**config.mk**
```make
export PLATFORM = sky130hd
export DESIGN_NAME = clip_failsafe_seq
export DESIGN_NICKNAME = d
export VERILOG_FILES = /design/src/rtl/cfs_pkg.sv /design/src/rtl/cfs_marker_gen.sv /design/src/rtl/cfs_fault_seq.sv /design/src/rtl/clip_failsafe_seq.sv
export SDC_FILE = /design/constraint.sdc
export NUM_CORES = 1
export LEC_CHECK = 0
export BUFFER_PORTS_ARGS = -buffer_cell sky130_fd_sc_hd__buf_2
export CORE_AREA = 2 2 55 57
export CTS_CLUSTER_DIAMETER = 60
export DETAILED_ROUTE_END_ITERATION = 8
export DIE_AREA = 0 0 57 59
export GPL_ROUTABILITY_DRIVEN = 0
export PLACE_DENSITY = 0.49
export SLEW_MARGIN = 20
export SYNTH_ARGS = -nofsm -noshare
export SYNTH_HDL_FRONTEND = slang
export SYNTH_SLANG_ARGS = --single-unit
export TNS_END_PERCENT = 100
```
**constraint.sdc**
```tcl
create_clock -name clk -period 2.46 [get_ports clk]
set_clock_uncertainty 0.1 [all_clocks]
set_input_delay 0 -clock clk [delete_from_list [all_inputs] [get_ports clk]]
set_output_delay 0 -clock clk [all_outputs]
set_load 0.03 [all_outputs]
```
**src/rtl/cfs_pkg.sv**
```systemverilog
package cfs_pkg;

    typedef enum logic [1:0] {
        CLIP_NONE = 2'd0,
        CLIP_HI   = 2'd1,
        CLIP_LO   = 2'd2
    } clip_kind_e;

endpackage

```
**src/rtl/cfs_marker_gen.sv**
```systemverilog
module cfs_marker_gen
    import cfs_pkg::*;
#(
    parameter int MARK_PERIOD = 128
) (
    input  logic       clk,
    input  logic       rst_n,
    input  logic       clip_pos,
    input  logic       clip_neg,
    input  logic       restart,
    output clip_kind_e kind,
    output logic       marker
);
    localparam int CW = $clog2(MARK_PERIOD);
    localparam logic [CW-1:0] LAST = CW'(MARK_PERIOD - 1);

    typedef struct packed {
        clip_kind_e    kind;
        logic [CW-1:0] cnt;
    } mark_state_t;

    mark_state_t st_d, st_q;
    logic        entry;

    always_comb begin
        kind = CLIP_NONE;
        if (clip_pos) begin
            kind = CLIP_HI;
        end else if (clip_neg) begin
            kind = CLIP_LO;
        end
        entry  = (kind != st_q.kind);
        marker = (kind != CLIP_NONE) && !entry && (st_q.cnt == LAST);

        st_d = st_q;
        if (restart) begin
            st_d.kind = CLIP_NONE;
            st_d.cnt  = '0;
        end else begin
            st_d.kind = kind;
            if (kind == CLIP_NONE || entry || marker) begin
                st_d.cnt = '0;
            end else begin
                st_d.cnt = st_q.cnt + 1'b1;
            end
        end
    end

    always_ff @(posedge clk) begin
        if (!rst_n) begin
            st_q <= '{kind: CLIP_NONE, cnt: '0};
        end else begin
            st_q <= st_d;
        end
    end

endmodule

```
**src/rtl/cfs_fault_seq.sv**
```systemverilog
module cfs_fault_seq #(
    parameter int HOLD_CYCLES = 256
) (
    input  logic clk,
    input  logic rst_n,
    input  logic fault_now,
    output logic armed,
    output logic force_hi,
    output logic hold
);
    localparam int HW = $clog2(HOLD_CYCLES + 1);
    localparam logic [HW-1:0] HOLD_END = HW'(HOLD_CYCLES);

    typedef struct packed {
        logic          armed;
        logic [HW-1:0] cnt;
        logic          hold;
    } fault_state_t;

    fault_state_t st_d, st_q;

    always_comb begin
        force_hi = st_q.armed && fault_now;

        st_d       = st_q;
        st_d.armed = fault_now;
        if (!fault_now) begin
            st_d.cnt  = '0;
            st_d.hold = 1'b0;
        end else begin
            if (st_q.armed && (st_q.cnt != HOLD_END)) begin
                st_d.cnt = st_q.cnt + 1'b1;
            end
            st_d.hold = (st_q.cnt == HOLD_END);
        end
    end

    always_ff @(posedge clk) begin
        if (!rst_n) begin
            st_q <= '{armed: 1'b0, cnt: '0, hold: 1'b0};
        end else begin
            st_q <= st_d;
        end
    end

    assign armed = st_q.armed;
    assign hold  = st_q.hold;

endmodule

```
**src/rtl/clip_failsafe_seq.sv**
```systemverilog
module clip_failsafe_seq
    import cfs_pkg::*;
#(
    parameter int MARK_PERIOD = 128,
    parameter int HOLD_CYCLES = 256
) (
    input  logic clk,
    input  logic rst_n,
    input  logic mod_bit,
    input  logic clip_pos,
    input  logic clip_neg,
    input  logic supply_lost,
    input  logic cm_over,
    output logic data_out,
    output logic clk_out
);
    typedef struct packed {
        logic data;
    } out_state_t;

    out_state_t st_d, st_q;
    clip_kind_e kind_w;
    logic       marker_w;
    logic       fault_now;
    logic       armed_w;
    logic       force_w;
    logic       hold_w;

    assign fault_now = supply_lost | cm_over;

    cfs_fault_seq #(
        .HOLD_CYCLES(HOLD_CYCLES)
    ) u_fault (
        .clk      (clk),
        .rst_n    (rst_n),
        .fault_now(fault_now),
        .armed    (armed_w),
        .force_hi (force_w),
        .hold     (hold_w)
    );

    cfs_marker_gen #(
        .MARK_PERIOD(MARK_PERIOD)
    ) u_marker (
        .clk     (clk),
        .rst_n   (rst_n),
        .clip_pos(clip_pos),
        .clip_neg(clip_neg),
        .restart (force_w),
        .kind    (kind_w),
        .marker  (marker_w)
    );

    always_comb begin
        st_d = st_q;
        if (force_w) begin
            st_d.data = 1'b1;
        end else begin
            unique case (kind_w)
                CLIP_HI: st_d.data = ~marker_w;
                CLIP_LO: st_d.data = marker_w;
                default: st_d.data = mod_bit;
            endcase
        end
    end

    always_ff @(posedge clk) begin
        if (!rst_n) begin
            st_q <= '{data: 1'b0};
        end else begin
            st_q <= st_d;
        end
    end

    assign data_out = st_q.data;
    assign clk_out  = clk | hold_w;

endmodule

```
Yosys cells after proc, flatten, opt, wreduce, memory -nomap -nowiden
Cells that the tools add are included.
{"block": "classes", "addsub": 2, "eq_ne": 6, "n_mux": 4, "bitwise_logic": 4, "reduce_logical": 12}
{"operator": "9-bit by 1-bit adder with 9-bit output, second input constant", "n": 1}
{"operator": "9-bit == test, second input constant", "n": 1}
{"operator": "9-bit inequality test, second input constant", "n": 1}
{"operator": "7-bit by 1-bit adder with 7-bit output, second input constant", "n": 1}
{"operator": "7-bit == test, second input constant", "n": 1}
{"operator": "1-bit logical AND", "n": 4}
{"operator": "2-bit 2-to-1 mux", "n": 2}
{"operator": "3-bit OR reduction", "n": 1}
{"operator": "2-bit by 1-bit == test with 1-bit output, second input constant", "n": 1}
{"operator": "2-bit == test, second input constant", "n": 1}
{"operator": "2-bit logical NOT", "n": 1}
{"operator": "1-bit logical OR", "n": 2}
{"operator": "2-bit inequality test", "n": 1}
{"operator": "1-bit inverter", "n": 2}
{"operator": "1-bit bitwise OR", "n": 2}
{"operator": "1-bit case mux with 2 select lines", "n": 1}
{"operator": "2-bit AND reduction", "n": 1}
{"operator": "2-bit nonzero test", "n": 1}
{"operator": "2-bit OR reduction", "n": 1}
{"operator": "1-bit logical NOT", "n": 1}
{"operator": "1-bit 2-to-1 mux", "n": 1}
{"block": "totals", "reg_bits": 21, "inputBits": 7, "output_inout_bits": 2, "word_cells": 34}

Depth between registers and ports, before layout
{"block": "logic_depth", "depth_word": 9, "depth_mapped": 5, "mapped_depth_nobuf": 5}

By module
A second synthesis with hierarchy kept.
{"block": "hier_totals", "hier_cells": 105, "area_unflattened_um2": 979.7}
{"module": "cfs_fault_seq", "instances": 1, "cells_each": 55, "area_each_um2": 495.5, "seq_area_each_um2": 220.2}
{"module": "cfs_marker_gen", "instances": 1, "cells_each": 40, "area_each_um2": 389.1, "seq_area_each_um2": 180.2}
{"module": "clip_failsafe_seq", "instances": 1, "cells_each": 10, "area_each_um2": 95.1, "seq_area_each_um2": 20.0}

==> flow_summary.json <==
{
  "core_sq_um": 2710,
  "die_y_um": 59,
  "drt-initial-drc-count": 20,
  "placed_area_sq_um": 1020,
  "drc_errors": 0,
  "start_util_pct": 34.7,
  "grt_max_degree": 12,
  "ctsResizeCount": 0,
  "yosys_warnings": 0,
  "boundaryPins": 9,
  "grt_pass1_vias": 779,
  "ir_drop_uv": 403,
  "relSlewSlack_pct": 60.7,
  "power_w": 0.000704,
  "worst_pin_slew_ps": 588,
  "drive_gt1_share_pct": 15.3,
  "criticalPathCategory": "register to register",
  "ys_seq_area_share_pct": 44.7,
  "route.detailed.wl_per_inst_um": 12.2,
  "clk_pin_slew_ps": 100,
  "drt_wl_total_mm": 1.90,
  "rsz0062_at_grt": "no",
  "post-route-cell-area_sq_um": 1170,
  "syn_area_sq_um": 941,
  "vias_per_cell": 5.30,
  "worstPathMaxFanout": 5,
  "cts_tree": "built",
  "grt_overflow_total": 0,
  "layout_min_cycle_time_ps": 2070,
  "clock.fmax_mhz": 483,
  "die_area_sq_um": 3360,
  "final_util_pct": 43.1,
  "slowest_stage": "dlygate4sd3_1",
  "cap_violations": 0,
  "dp_hpwl_mm": 1.32,
  "hold_viol": 0,
  "grt_use_total_pct": 13.5,
  "grt_pass1_wl_mm": 3.35,
  "syn_inst": 99,
  "area_growth_pct": 24.2,
  "syn_nets": 109,
  "drt_pass1_iterations": 4,
  "p_per_area_nw_per_um2": 603,
  "die_x_um": 57,
  "nets": 135,
  "status": "completed",
  "diodes": 0,
  "antenna_found_initial": 0,
  "cpPeakStageDelay_ps": 540,
  "period_share_pct": 84.2,
  "finalSetupViolCount": 0,
  "portBuffers": 8,
  "clk_latency_ps": 410,
  "num_rows": 19,
  "start_kind": "register",
  "synth-seq-cells": 21,
  "synth.avg_cell_area_sq_um": 9.50,
  "tns_ps": 0,
  "synth.distinct_cells": 32,
  "antenna_left": 0,
  "slew_viol_final": 0,
  "arrival_ps": 2280,
  "hold_path_class": "input port to register",
  "critPathRequiredTime_ps": 2660,
  "vias": 821,
  "path_cells": "ha_1, nand3_1, o311a_1, a211o_1, dlygate4sd3_1",
  "p_leak_nw": 0.443,
  "cp-end-kind": "register"
}
[cells in the final DEF, fill, tap and decap left out, types with 2 or more instances in the layout]
master / instances
a211o_1: 2
a21oi_1: 6
and3_1: 2
and4b_1: 2
buf_2: 8
clkbuf_4: 6
dfxtp_1: 21
dlygate4sd3_1: 10
ha_1: 3
inv_1: 4
mux2i_1: 2
nand2_1: 10
nand3_1: 5
nand4_1: 3
nor2_1: 5
nor3_1: 2
nor4b_2: 2
o21ai_0: 6
or3_1: 5
xor2_1: 4
[area by class of cell]
cell class,instances,area [sq um]
Clock buffer,8,53.8
Fill cell,281,1540
Inverter,4,15.0
Multi-Input combinational cell,74,505
Sequential cell,21,420
Tap cell,31,38.8
Timing Repair Buffer,17,135
[logic make-up (layout without fill, tap and decap cells)]
group | count (synthesis) | in the layout | synth area share, %
and+or+nand+nor | 43 | 43 | 28.3
xor gates and xnor gates | 5 | 5 | 4.65
buffers and inverters | 4 | 29 | 1.60
muxes | 2 | 2 | 2.13
adders and majority gates | 3 | 3 | 3.99
DFF | 21 | 21 | 44.7
AOI/OAI and AO/OA | 21 | 21 | 14.6
[through the flow]
stage	hold slack [ps]	setup slack, ps	cells
2_1_floorplan	45.9	782	99
3_3_place_gp	148	708	138
3_5_place_dp	148	708	138
4_1_cts	40.5	370	155
5_1_grt	49.0	254	155
6_report	43.4	388	155
[final timing paths]
check | cells after the start | from | slack [ps] | to
worst max register to register | 5 | u_marker.st_q[0]$_SDFF_PP0_ | 390 | data_out$_SDFF_PN0_
worst max-delay path | 5 | u_marker.st_q[0]$_SDFF_PP0_ | 390 | data_out$_SDFF_PN0_
worst min register to register | 1 | u_marker.st_q[0]$_SDFF_PP0_ | 370 | u_marker.st_q[0]$_SDFF_PP0_
worst min-delay path | 3 | rst_n | 40 | u_marker.st_q[5]$_SDFF_PP0_
[routing by layer]
layer / track usage (%) / vias to the layer above / wire length, um
met5: 0 / - / 0
met4: 9.30 / 0 / 39
met3: 5.02 / 4 / 61
met2: 19.0 / 12 / 769
met1: 17.2 / 383 / 1030
li1: - / 422 / -
[power by group]
part	internal, W	leakage [nW]	switching, W
logic	0.0000281	0.236	0.0000255
registers	0.000347	0.170	0.00000723
clock network	0.000138	0.0366	0.000158
[cells in the mapped netlist (all sizes together)]
cell	count	area share, %
o221ai	1	0.93
nand2	10	4.0
nand3	5	2.7
and4b	2	2.1
nor3b	1	0.80
o211ai	1	0.80
xnor2	1	0.93
ha	3	4.0
nor2	5	2.0
dfxtp	21	45
nor4b	2	3.2
a211o	2	1.9
xor2	4	3.7
and3	2	1.3
nand4	4	3.3
nor4bb	1	1.1
nand4bb	1	1.2
o311a	1	1.1
and3b	1	0.93
or2	1	0.67
a211oi	1	0.80
nand2b	1	0.67
inv	4	1.6
o311ai	1	0.93
o41ai	1	0.93
or3	5	3.3
nor3	2	1.1
o21ai	7	4.1
a21oi	6	3.2
mux2i	2	2.1
[critical path, delay by kind of cell, from the launching register on]
family / cells / cell delay [ps]
buffers and inverters: 1 / 540
flip-flops: 1 / 370
AO/OA/AOI/OAI: 2 / 590
adder cells (fa/ha/maj): 1 / 190
AND/OR/NAND/NOR: 1 / 180
[registers in the layout, indices dropped and copies added, names as in the netlist]
name           count
data_out           1
u_fault.armed      1
u_fault.hold       1
u_fault.st_q       9
u_marker.st_q      9
[timing repair]
action / 4_1_cts / 5_1_grt
hold endpoints to repair: 10 / 0
setup buffers: 0 / 0
hold buffers: 10 / 0
Note: power is estimated with default switching activity, not from simulation.
